--- config.mk ---
export PLATFORM = sky130hd
export DESIGN_NAME = tsw_switch
export DESIGN_NICKNAME = d
export VERILOG_FILES = /design/src/rtl/tsw_pkg.sv /design/src/rtl/tsw_cfg.sv /design/src/rtl/tsw_tsi.sv /design/src/rtl/tsw_xbar.sv /design/src/rtl/tsw_switch.sv
export SDC_FILE = /design/constraint.sdc
export NUM_CORES = 1
export LEC_CHECK = 0
export ABC_AREA = 0
export BUFFER_PORTS_ARGS = -buffer_cell sky130_fd_sc_hd__buf_2
export CAP_MARGIN = 20
export CORE_ASPECT_RATIO = 2
export CORE_UTILIZATION = 45
export DETAILED_ROUTE_END_ITERATION = 10
export GPL_TIMING_DRIVEN = 0
export HOLD_SLACK_MARGIN = 0.06
export PLACE_DENSITY = 0.75
export SLEW_MARGIN = 15
export SYNTH_ARGS = -nofsm -noshare
export SYNTH_HDL_FRONTEND = slang
export SYNTH_SLANG_ARGS = --single-unit
--- constraint.sdc ---
create_clock -name clk -period 3.25 [get_ports clk]
set_input_delay 0 -clock clk [delete_from_list [all_inputs] [get_ports clk]]
set_output_delay 0 -clock clk [all_outputs]
set_load 0.02 [all_outputs]
--- src/rtl/tsw_pkg.sv ---
package tsw_pkg;
  // Selects which shadow table a configuration write targets.
  typedef enum logic {
    K_TSI  = 1'b0,
    K_XBAR = 1'b1
  } tsw_kind_e;
endpackage

--- src/rtl/tsw_cfg.sv ---
module tsw_cfg
  import tsw_pkg::*;
#(
  parameter int NTRK = 2,
  parameter int NSLOT = 2,
  parameter int SW = 1,
  parameter int TW = 1,
  parameter int VW = 1
) (
  input  logic                                   clk,
  input  logic                                   rst,
  input  logic                                   cfg_we,
  input  logic                                   cfg_kind,
  input  logic [TW-1:0]                          cfg_trunk,
  input  logic [SW-1:0]                          cfg_slot,
  input  logic [VW-1:0]                          cfg_val,
  input  logic                                   cfg_commit,
  input  logic                                   boundary,
  output logic [NTRK-1:0][NSLOT-1:0][SW-1:0]     map_act,
  output logic [NSLOT-1:0][NTRK-1:0][TW-1:0]     dst_act,
  output logic                                   cfg_err
);
  logic [NTRK-1:0][NSLOT-1:0][SW-1:0] map_sh;
  logic [NSLOT-1:0][NTRK-1:0][TW-1:0] dst_sh;
  logic pending;
  logic sh_ok;
  logic idx_ok;
  logic apply;

  assign idx_ok = ({1'b0, cfg_trunk} < (TW+1)'(NTRK)) &&
                  ({1'b0, cfg_slot} < (SW+1)'(NSLOT));
  assign apply  = boundary && (pending || cfg_commit);

  // A slot is legal only if no two trunks share one output trunk.
  always_comb begin
    sh_ok = 1'b1;
    for (int s = 0; s < NSLOT; s++) begin
      for (int a = 0; a < NTRK; a++) begin
        for (int b = a + 1; b < NTRK; b++) begin
          if (dst_sh[s][a] == dst_sh[s][b]) sh_ok = 1'b0;
        end
      end
    end
  end

  always_ff @(posedge clk) begin
    if (rst) begin
      for (int t = 0; t < NTRK; t++)
        for (int s = 0; s < NSLOT; s++) begin
          map_sh[t][s]  <= SW'(s);
          map_act[t][s] <= SW'(s);
          dst_sh[s][t]  <= TW'(t);
          dst_act[s][t] <= TW'(t);
        end
      pending <= 1'b0;
      cfg_err <= 1'b0;
    end else begin
      if (cfg_we && idx_ok) begin
        if (cfg_kind == K_XBAR) dst_sh[cfg_slot][cfg_trunk] <= cfg_val[TW-1:0];
        else                    map_sh[cfg_trunk][cfg_slot] <= cfg_val[SW-1:0];
      end
      if (apply) begin
        pending <= 1'b0;
        if (sh_ok) begin
          map_act <= map_sh;
          dst_act <= dst_sh;
          cfg_err <= 1'b0;
        end else begin
          cfg_err <= 1'b1;
        end
      end else if (cfg_commit) begin
        pending <= 1'b1;
      end
    end
  end
endmodule

--- src/rtl/tsw_tsi.sv ---
module tsw_tsi #(
  parameter int W = 8,
  parameter int NSLOT = 2,
  parameter int SW = 1
) (
  input  logic          clk,
  input  logic          wr_bank,
  input  logic [SW-1:0] wr_addr,
  input  logic [W-1:0]  din,
  input  logic [SW-1:0] rd_addr,
  output logic [W-1:0]  rd_q
);
  localparam int DEPTH = 2 * NSLOT;
  localparam int AW = $clog2(DEPTH);

  logic [W-1:0] mem [DEPTH];
  logic [AW-1:0] wa;
  logic [AW-1:0] ra;

  // Bank 0 holds slots 0..NSLOT-1, bank 1 the next NSLOT words.
  assign wa = wr_bank ? AW'(NSLOT) + AW'(wr_addr) : AW'(wr_addr);
  assign ra = wr_bank ? AW'(rd_addr) : AW'(NSLOT) + AW'(rd_addr);

  always_ff @(posedge clk) begin
    mem[wa] <= din;
  end

  always_ff @(posedge clk) begin
    rd_q <= mem[ra];
  end
endmodule

--- src/rtl/tsw_xbar.sv ---
module tsw_xbar #(
  parameter int W = 8,
  parameter int NTRK = 2,
  parameter int SW = 1,
  parameter int TW = 1
) (
  input  logic                        clk,
  input  logic                        rst,
  input  logic [NTRK-1:0][W-1:0]      lane_in,
  input  logic [NTRK-1:0][TW-1:0]     dst,
  input  logic                        vld_in,
  input  logic [SW-1:0]               tag_in,
  output logic [NTRK-1:0][W-1:0]      lane_out,
  output logic                        vld_out,
  output logic [SW-1:0]               tag_out
);
  logic [NTRK-1:0][W-1:0] routed;

  always_comb begin
    for (int o = 0; o < NTRK; o++) begin
      routed[o] = '0;
      for (int t = 0; t < NTRK; t++) begin
        if (dst[t] == TW'(o)) routed[o] = routed[o] | lane_in[t];
      end
    end
  end

  always_ff @(posedge clk) begin
    if (rst) begin
      lane_out <= '0;
      vld_out  <= 1'b0;
      tag_out  <= '0;
    end else begin
      lane_out <= routed;
      vld_out  <= vld_in;
      tag_out  <= tag_in;
    end
  end
endmodule

--- src/rtl/tsw_switch.sv ---
module tsw_switch #(
  parameter int NTRK = 2,
  parameter int NSLOT = 2,
  parameter int W = 8,
  localparam int SW = (NSLOT > 1) ? $clog2(NSLOT) : 1,
  localparam int TW = (NTRK > 1) ? $clog2(NTRK) : 1,
  localparam int VW = (SW > TW) ? SW : TW
) (
  input  logic              clk,
  input  logic              rst,
  input  logic              cfg_we,
  input  logic              cfg_kind,
  input  logic [TW-1:0]     cfg_trunk,
  input  logic [SW-1:0]     cfg_slot,
  input  logic [VW-1:0]     cfg_val,
  input  logic              cfg_commit,
  output logic              cfg_err,
  input  logic [NTRK*W-1:0] in_data,
  output logic [SW-1:0]     in_slot,
  output logic [NTRK*W-1:0] out_data,
  output logic [SW-1:0]     out_slot,
  output logic              out_valid
);
  logic [SW-1:0] slot;
  logic bank;
  logic full;
  logic boundary;

  logic [NTRK-1:0][NSLOT-1:0][SW-1:0] map_act;
  logic [NSLOT-1:0][NTRK-1:0][TW-1:0] dst_act;
  logic [NTRK-1:0][W-1:0] lanes;
  logic [NTRK-1:0][W-1:0] tsi_q;
  logic [NTRK-1:0][W-1:0] xo;
  logic [NTRK-1:0][TW-1:0] dst_q;
  logic [SW-1:0] tag_q;
  logic vld_q;

  assign boundary = (slot == SW'(NSLOT - 1));
  assign lanes    = in_data;
  assign in_slot  = slot;
  assign out_data = xo;

  // Slot and frame bank timing.
  always_ff @(posedge clk) begin
    if (rst) begin
      slot <= '0;
      bank <= 1'b0;
      full <= 1'b0;
    end else if (boundary) begin
      slot <= '0;
      bank <= ~bank;
      full <= 1'b1;
    end else begin
      slot <= slot + SW'(1);
    end
  end

  tsw_cfg #(
    .NTRK(NTRK), .NSLOT(NSLOT), .SW(SW), .TW(TW), .VW(VW)
  ) u_cfg (
    .clk(clk), .rst(rst), .cfg_we(cfg_we), .cfg_kind(cfg_kind),
    .cfg_trunk(cfg_trunk), .cfg_slot(cfg_slot), .cfg_val(cfg_val),
    .cfg_commit(cfg_commit), .boundary(boundary),
    .map_act(map_act), .dst_act(dst_act), .cfg_err(cfg_err)
  );

  for (genvar t = 0; t < NTRK; t++) begin : g_tsi
    tsw_tsi #(.W(W), .NSLOT(NSLOT), .SW(SW)) u_tsi (
      .clk(clk), .wr_bank(bank), .wr_addr(slot), .din(lanes[t]),
      .rd_addr(map_act[t][slot]), .rd_q(tsi_q[t])
    );
  end

  // Destinations are looked up in the same cycle as the map, so both
  // come from one table version.
  always_ff @(posedge clk) begin
    if (rst) begin
      dst_q <= '0;
      tag_q <= '0;
      vld_q <= 1'b0;
    end else begin
      dst_q <= dst_act[slot];
      tag_q <= slot;
      vld_q <= full;
    end
  end

  tsw_xbar #(.W(W), .NTRK(NTRK), .SW(SW), .TW(TW)) u_xbar (
    .clk(clk), .rst(rst), .lane_in(tsi_q), .dst(dst_q), .vld_in(vld_q),
    .tag_in(tag_q), .lane_out(xo), .vld_out(out_valid), .tag_out(out_slot)
  );
endmodule

==> results.yml, run 1 <==
outcome:
  status: "complete, but fails checks"
  violations: "design-rule violations"
sta:
  setup_violations: 0
  post-route-period-util_pct: 59.6
  timing.fmax_mhz: 517
  timing.final.crit_period_ps: 1940
  maxSlewHeadroom_pct: 37.2
  maxSlewViolCount: 0
  fin_skew_ps: 6.09
  fin_ws_ps: 1310
  fin_setup_tns_ps: 0
  worst_pin_slew_ps: 916
  hold_viol_final: 0
  rsz0062_at_grt: "no"
finish:
  nets: 381
  areaGrowthSynthToFinish_pct: 30.7
  drive_gt1_share_pct: 25.9
  stdcell_count: 475
  fin_util_pct: 60.0
min_path:
  whs_path_depth: 2
  worstHoldPathType: "in -> reg"
grt:
  grt_busiest_layer: "met2"
  grt_max_degree: 17
  antenna_found_initial: 0
  grtUsageMet3_pct: 7.68
  use_met1_pct: 16.1
  grt_pass1_vias: 2613
  grt_pass1_wl_um: 12800
  grtUsageTotal_pct: 18.5
  grt_overflow: 0
  use_met2_pct: 33.8
routing:
  drt-initial-drc-count: 139
  drc: 8
  dr.pass1.iters: 9
  viasPerCell: 5.15
  routed_wl_um: 8010
  wl_per_cell_um: 16.9
  dr_total_vias: 2446
  drtAntennaViolNets: 0
floorplan:
  row_count: 50
  dieWidth_um: 70.9
  die_h_um: 140
  start_util_pct: 45.9
  core-area_mm2: 0.00932
  die_area_mm2: 0.00992
  ioPinCount: 44
yosys:
  ys_seq_area_share_pct: 72.5
  synth_commonest_cells: "64 x edfxtp_1, 59 x dfxtp_1, 24 x nor2_1, 16 x mux2i_1, 16 x nand2b_1"
  syn_area_per_cell_um2: 16.1
  syn_area_mm2: 0.00428
  syn-num-nets: 289
  syn_inst: 265
  synth_cell_types: 31
  synth_area_leaders: "edfxtp_1 45%, dfxtp_1 28%, mux4_2 7.9%"
  synth_most_common_cell: "edfxtp_1"
  yosysWarnings: 0
  synth_top_area_share_pct: 44.9
  synth_edf_count: 64
  synth_flop_cell: "edfxtp_1"
  synth_area_leader_cell: "edfxtp_1"
  ys_ff_latch: 123
  synthArstFlopShare_pct: 0
place:
  io_buffers: 41
  pre_cts_ws_ps: 1450
  gp_congestion: 0.721
  dp_hpwl_um: 5280
  dp_cells: 413
clock_tree:
  h-tree-depth: 4
  cts_buffer_depth: 2
  cts-root-buf: "clkbuf_16"
  clock-sinks: 123
  cts_tree: "yes"
  post_cts_buffers: 0
  numCtsBuffers: 17
  clk_latency_ps: 410
  clk_pin_slew_worst_paths_ps: 60
critical_path:
  worstSetupPathType: "in -> reg"
  cp.required_ps: 3530
  endpoint_kind: "flop"
  startpoint_type: "input pin"
  arrival_ps: 2220
  ff2ff_path_depth: 3
  cp_max_fo: 8
run:
  drv_cap: 0
pwr:
  ir_drop_mv: 0.457
  fin_total_pwr_mw: 4.03
  leakagePower_nw: 2.12
  power_density_mw_per_mm2: 721
## final timing paths
kind	startpoint	end	slack (ps)
max	cfg_kind	u_cfg.map_sh[3]	1310
min reg2reg	vld_q	u_xbar.vld_out	440
min	in_data[10]	g_tsi[1].u_tsi.mem[2][2]	330
max reg2reg	in_slot	g_tsi[0].u_tsi.rd_q[3]	1470
## what timing repair did
action	4_1_cts	5_1_grt
hold buffers	29	0
gates resized for setup	0	0
hold endpoints to repair	76	0
endpoints found under the setup margin	0	0
## through the flow
step	hold slack, ps	cell area [um^2]
floorplan	98.9	4280
global placement	212	4610
detailed placement	218	4670
CTS	318	5590
global route	321	5590
finish	332	5590
## cell usage in the layout (no fill, tap or decap), types with 3 or more instances in the layout
cell	n
nand2b_1	16
buf_2	44
o21a_1	3
dlygate4sd3_1	29
edfxtp_1	64
clkinv_1	4
dfxtp_1	59
mux2i_1	16
nor2_1	23
nor4bb_1	3
clkbuf_16	17
nor2b_1	6
mux4_2	15
buf_8	3
clkbuf_1	8
a21oi_1	8
clkinvlp_4	3
nand4b_1	3
bufinv_16	5
a22oi_1	9
nand2_1	8
## worst max-delay path, cell delays in order
cell and delay [ps]:
dlygate4sd3_1 550, buf_2 170, nand4b_1 160, dlygate4sd3_1 580, mux2i_1 140, dlygate4sd3_1 560, nand2_1 50
## logic make-up (layout without fill, tap and decap cells)
| logic type | count (synthesis) | count (layout) | share of synthesized area, % |
|---|---|---|---|
| multiplexers | 34 | 34 | 13.1 |
| AO/OA/AOI/OAI | 25 | 25 | 3.86 |
| other | 0 | 1 | 0 |
| XOR/XNOR | 2 | 2 | 0.410 |
| flip-flops | 123 | 123 | 72.5 |
| AND/OR/NAND/NOR | 68 | 68 | 8.83 |
| buffers and inverters | 13 | 118 | 1.23 |
## cell type report
type                       count  area (um^2)
clock buffer                  18          429
antenna                        1         2.50
fill                         693         3730
sequential                   123         3100
buffer                        11         45.0
inverter                       2         7.51
tap                          104          130
multi-input combinational    129         1130
clock inverter                14          201
timing repair buffer          73          541
## sequential cells by signal, indices dropped and copies added (netlist names), 2 cells and up
signal,cells
u_cfg.dst_act,4
u_cfg.dst_sh,4
g_tsi.u_tsi.rd_q,16
u_cfg.map_sh,4
g_tsi.u_tsi.mem,64
dst_q,2
u_xbar.lane_out,16
u_cfg.map_act,4
## per-layer routing
layer / up-vias / part of all wire (%)
met5: - / 0
met4: 0 / 3.8
met3: 18 / 3.9
met2: 66 / 58
met1: 1186 / 34
li1: 1176 / -
## power breakdown
part / internal [mW] / total (mW) / switching [mW]
registers: 1.74 / 1.77 / 0.0354
clock network: 1.35 / 1.99 / 0.640
logic: 0.122 / 0.268 / 0.146
total: 3.21 / 4.03 / 0.821
(Power assumes the default switching activity.)
==> inputs of run 2 (changes only) <==
ABC_AREA = 1   (was 0)
PLACE_DENSITY = 0.77   (was 0.75)
clock period = 1.6 ns   (was 3.25 ns; I/O delays follow)
==> results.yml, run 2 <==
routing:
  wl_per_cell_um: 13.8
  drc: 0
  drt-initial-drc-count: 272
  routed_wl_um: 8950
  drtAntennaViolNets: 0
  viasPerCell: 4.88
  dr_total_vias: 3174
  dr.pass1.iters: 5
critical_path:
  ff2ff_path_depth: 3
  worstSetupPathType: "reg -> reg"
  cp_num_buf_inv: 2
  cp_max_fo: 16
  endpoint_kind: "flop"
  cp.required_ps: 1640
  crit_cells: 3
  r2r_setup_slack_ps: 70
  max_stage_delay_ps: 470
  startpoint_type: "flop"
  arrival_ps: 1580
  path_cells: "buf_2 -> buf_2 -> nor2_4"
  cpMaxStageDelayCell: "nor2_4"
  critPathTopFamily: "simple AND/OR/NAND/NOR gates"
  crit_top_cell: "buf_2"
sta:
  post-route-period-util_pct: 95.8
  worst_pin_slew_ps: 557
  fin_ws_ps: 66.5
  rsz0062_at_grt: "no"
  maxSlewViolCount: 0
  maxSlewHeadroom_pct: 62.8
  timing.final.crit_period_ps: 1530
  timing.fmax_mhz: 652
  setup_violations: 0
  hold_viol_final: 0
  fin_skew_ps: 8.78
clock_tree:
  clk_latency_ps: 410
  clk_pin_slew_worst_paths_ps: 60
  clock-sinks: 123
  cts_buffer_depth: 2
  h-tree-depth: 4
  cts-root-buf: "clkbuf_16"
  numCtsBuffers: 17
  cts_tree: "yes"
yosys:
  synth_edf_count: 64
  synth_area_leader_cell: "edfxtp_1"
  ys_seq_area_share_pct: 69.0
  yosysWarnings: 0
  syn_area_mm2: 0.00450
  synth_area_leaders: "edfxtp_1 43%, dfxtp_1 26%, nand2_1 7.7%"
  synth_most_common_cell: "nand2_1"
  synth_flop_cell: "edfxtp_1"
  ys_ff_latch: 123
  syn_area_per_cell_um2: 10.8
  syn_inst: 416
  synth_top_area_share_pct: 42.7
  synth_commonest_cells: "92 x nand2_1, 64 x edfxtp_1, 59 x dfxtp_1, 57 x inv_1, 36 x a21oi_1"
  syn-num-nets: 440
  synth_cell_types: 24
  synthArstFlopShare_pct: 0
min_path:
  worstHoldPathType: "in -> reg"
  whs_path_depth: 2
grt:
  grt_pass1_vias: 3099
  grt_max_degree: 18
  grtUsageTotal_pct: 18.6
  grt_overflow: 0
  grt_pass1_wl_um: 14000
  antenna_found_initial: 0
floorplan:
  die_h_um: 143
  row_count: 51
  die_area_mm2: 0.0104
  core-area_mm2: 0.00970
  start_util_pct: 46.4
  ioPinCount: 44
  dieWidth_um: 72.7
finish:
  nets: 529
  final_common_cell: "nand2_1"
  top_regs: "g_tsi.u_tsi.mem (64), g_tsi.u_tsi.rd_q (16), u_xbar.lane_out (16)"
  fillers: 776
  largest_register_ffs: 64
  layout_common_cells: "92 x nand2_1, 64 x edfxtp_1, 59 x dfxtp_1"
  drive_gt1_share_pct: 18.7
  diodes: 0
  top_register: "g_tsi.u_tsi.mem"
  areaGrowthSynthToFinish_pct: 29.9
pwr:
  fin_total_pwr_mw: 8.59
  leakagePower_nw: 2.49
  ir_drop_mv: 0.900
  power_density_mw_per_mm2: 1470
outcome:
  status: "complete, no violations"
place:
  io_buffers: 41
  dp_hpwl_um: 5900
  gp_congestion: 0.856
  pre_cts_ws_ps: -318
run:
  drv_cap: 0
[run 2: changes by cell type after synthesis, sizes merged, moves of 9 or more]
cell and delta:
a21oi +28, nand2 +88, nand3 +9, o21ai +23, buf +10, inv +56, mux2i -17, nand2b -16
a22oi -9, nand4 +10, mux4 -16, o211ai +17
[run 2: power breakdown]
part	leakage (nW)	switching, mW	total, mW	internal, mW
logic	1.09	0.509	0.797	0.288
registers	1.09	0.0876	3.67	3.58
clock network	0.309	1.35	4.12	2.77
total	2.49	1.95	8.59	6.64
[run 2: area by class of cell]
| type | instances | area [um^2] | share of cell area, % |
|---|---|---|---|
| clock buffer | 18 | 429 | 7.34 |
| tap | 132 | 165 | 2.83 |
| inverter | 58 | 226 | 3.88 |
| timing repair buffer | 70 | 505 | 8.65 |
| clock inverter | 14 | 218 | 3.73 |
| multi-input combinational | 217 | 1070 | 18.4 |
| sequential | 123 | 3100 | 53.1 |
| buffer | 18 | 121 | 2.08 |
[run 2: metrics by stage]
step                TNS (ps)  util, %  cells  area, um^2  hold slack (ps)
CTS                        0     60.2    650        5840              327
floorplan                  0        -    416        4510             98.9
finish                     0     60.2    650        5840              335
global route               0     60.2    650        5840              331
global placement       -9560     50.3    589        4880              210
detailed placement     -9720     50.3    589        4880              217
[run 2: logic make-up (layout without fill, tap and decap cells)]
logic type      count (synthesis)  count (layout)  share of synthesized area [%]
compound gates                 80              80                           9.98
buf+inv                        76             178                           7.65
flops                         123             123                           69.0
simple gates                  137             137                           13.4
[run 2: layer usage]
layer / global-route usage [%] / part of all wire [%] / vias to the layer above
met5: 0 / 0 / -
met4: 12.7 / 3.2 / 0
met3: 4.84 / 4.0 / 26
met2: 35.2 / 58 / 114
met1: 16.3 / 35 / 1461
li1: - / - / 1573
[run 2: repair_timing]
action,CTS,global route
pin swaps,1,0
buffers inserted,1,0
hold endpoints to repair,77,0
endpoints found under the setup margin,48,17
resized for setup,3,2
hold buffers,28,0
[run 2: final timing paths]
check               from                  endpoint
max                 bank  g_tsi[1].u_tsi.mem[1][5]
min          in_data[13]  g_tsi[1].u_tsi.mem[1][5]
max reg2reg         bank  g_tsi[1].u_tsi.mem[1][5]
min reg2reg        vld_q            u_xbar.vld_out
==> inputs of run 3 (changes only) <==
CORE_ASPECT_RATIO = default   (was 2)
==> results.yml, run 3 (synthesis results as in run 2) <==
pwr:
  p_int_mw: 5.92
  leakagePower_nw: 2.45
  p_sw_mw: 1.99
  swShare_pct: 25.2
  p_comb_share_pct: 10.4
  power_density_mw_per_mm2: 1360
  ir_drop_mv: 0.626
  fin_total_pwr_mw: 7.92
  seqPwrFrac_pct: 46.5
  power.share.clock_pct: 43.2
finish:
  final_area_mm2: 0.00584
  drive_gt1_share_pct: 18.2
  diodes: 0
  final_common_cell: "nand2_1"
  top_register: "g_tsi.u_tsi.mem"
  nets: 539
  stdcell_count: 661
  areaGrowthSynthToFinish_pct: 29.9
  layout_common_cells: "92 x nand2_1, 64 x edfxtp_1, 59 x dfxtp_1"
  fin_util_pct: 60.1
  top_regs: "g_tsi.u_tsi.mem (64), g_tsi.u_tsi.rd_q (16), u_xbar.lane_out (16)"
  largest_register_ffs: 64
min_path:
  worstHoldPathType: "in -> reg"
  whs_path_depth: 2
critical_path:
  path_cells: "dlygate4sd3_1 -> buf_4 -> nand4_1 -> dlygate4sd3_1 -> nand3_1 -> dlygate4sd3_1"
  ff2ff_path_depth: 3
  crit_top_cell: "dlygate4sd3_1"
  max_stage_delay_ps: 590
  cp_max_fo: 6
  startpoint_type: "input pin"
  worstSetupPathType: "in -> reg"
  arrival_ps: 2000
  cp.required_ps: 1990
  cpMaxStageDelayCell: "dlygate4sd3_1"
  endpoint_kind: "flop"
floorplan:
  core-area_mm2: 0.00973
  die_h_um: 102
  dieWidth_um: 102
  die_area_mm2: 0.0104
  ioPinCount: 44
  start_util_pct: 46.2
  row_count: 36
sta:
  maxSlewViolCount: 0
  post-route-period-util_pct: 101
  fin_ws_ps: -10.8
  timing.fmax_mhz: 621
  timing.final.crit_period_ps: 1610
  maxSlewHeadroom_pct: 60.4
  setup_violations: 1
  fin_skew_ps: 5.11
  worst_pin_slew_ps: 592
  hold_viol_final: 0
clock_tree:
  clock-sinks: 123
  cts-root-buf: "clkbuf_8"
  cts_buffer_depth: 2
  clk_latency_ps: 510
  clk_pin_slew_worst_paths_ps: 60
  cts_tree: "yes"
  numCtsBuffers: 17
  h-tree-depth: 4
outcome:
  violations: "negative setup slack"
  status: "complete, but fails checks"
grt:
  grt_busiest_layer: "met2"
  use_met2_pct: 33.7
  grt_overflow: 0
  use_met1_pct: 23.8
  grt_max_degree: 18
  antenna_found_initial: 0
  grt_pass1_vias: 3165
  grtUsageTotal_pct: 19.9
  grtUsageMet3_pct: 5.06
  grt_pass1_wl_um: 15100
routing:
  wl_per_cell_um: 14.5
  dr_total_vias: 3316
  viasPerCell: 5.02
  drt-initial-drc-count: 183
  drtAntennaViolNets: 0
  dr.pass1.iters: 5
  routed_wl_um: 9610
  drc: 0
place:
  io_buffers: 41
  dp_cells: 590
  placed_cell_area_mm2: 0.00488
  gp_congestion: 0.832
  dp_hpwl_um: 5650
run:
  drv_cap: 0
## run 3: stage by stage
stage | hold WS, ps | TNS (ps) | setup WS (ps)
final | 233 | -10.8 | -10.8
after global routing | 226 | -10.7 | -10.7
after floorplan | 98.9 | 0 | 73.4
after global placement | 211 | -9030 | -348
after CTS | 220 | 0 | 15.0
after detailed placement | 214 | -10220 | -351
## run 3: layout make-up
cell class              instances  area (um^2)
plain buffers                  18          121
clock buffers                  17          414
clock inverters                15          126
fillers                       748         3890
inverters                      58          226
multi-input cells             217         1070
flip-flops and latches        123         3100
well taps                     133          166
repair buffers                 80          611
## run 3: what timing repair did
action | 4_1_cts | 5_1_grt
hold endpoints to repair | 88 | 0
pin swaps | 1 | 1
setup endpoints to repair | 48 | 22
buffers inserted | 1 | 0
gates resized for setup | 3 | 3
hold buffers | 38 | 0
## run 3: metal layers
metal	vias up	wire, um
li1	1592	-
met1	1574	4100
met2	133	4850
met3	17	468
met4	0	195
met5	-	0
## run 3: path summary, 6_finish.rpt
path,end,slack (ps),startpoint
worst min register to register,u_xbar.vld_out,410,vld_q
worst min-delay path,g_tsi[1].u_tsi.mem[0][5],230,in_data[13]
worst max-delay path,u_cfg.dst_sh[1],-10,cfg_trunk
worst max register to register,g_tsi[0].u_tsi.mem[1][0],50,bank
## run 3: critical path: cells and delay by family
| family | cells | cell delay, ps |
|---|---|---|
| simple gates | 2 | 150 |
| buf+inv | 4 | 1850 |
## run 3: power by group through the flow
stage	Clock, mW	Combinational (mW)	Sequential, mW
floorplan	0	0.424	3.78
global route	3.59	0.898	3.70
finish	3.42	0.821	3.68
global placement	0	0.701	3.73
detailed placement	0	0.721	3.74
CTS	3.43	0.805	3.68
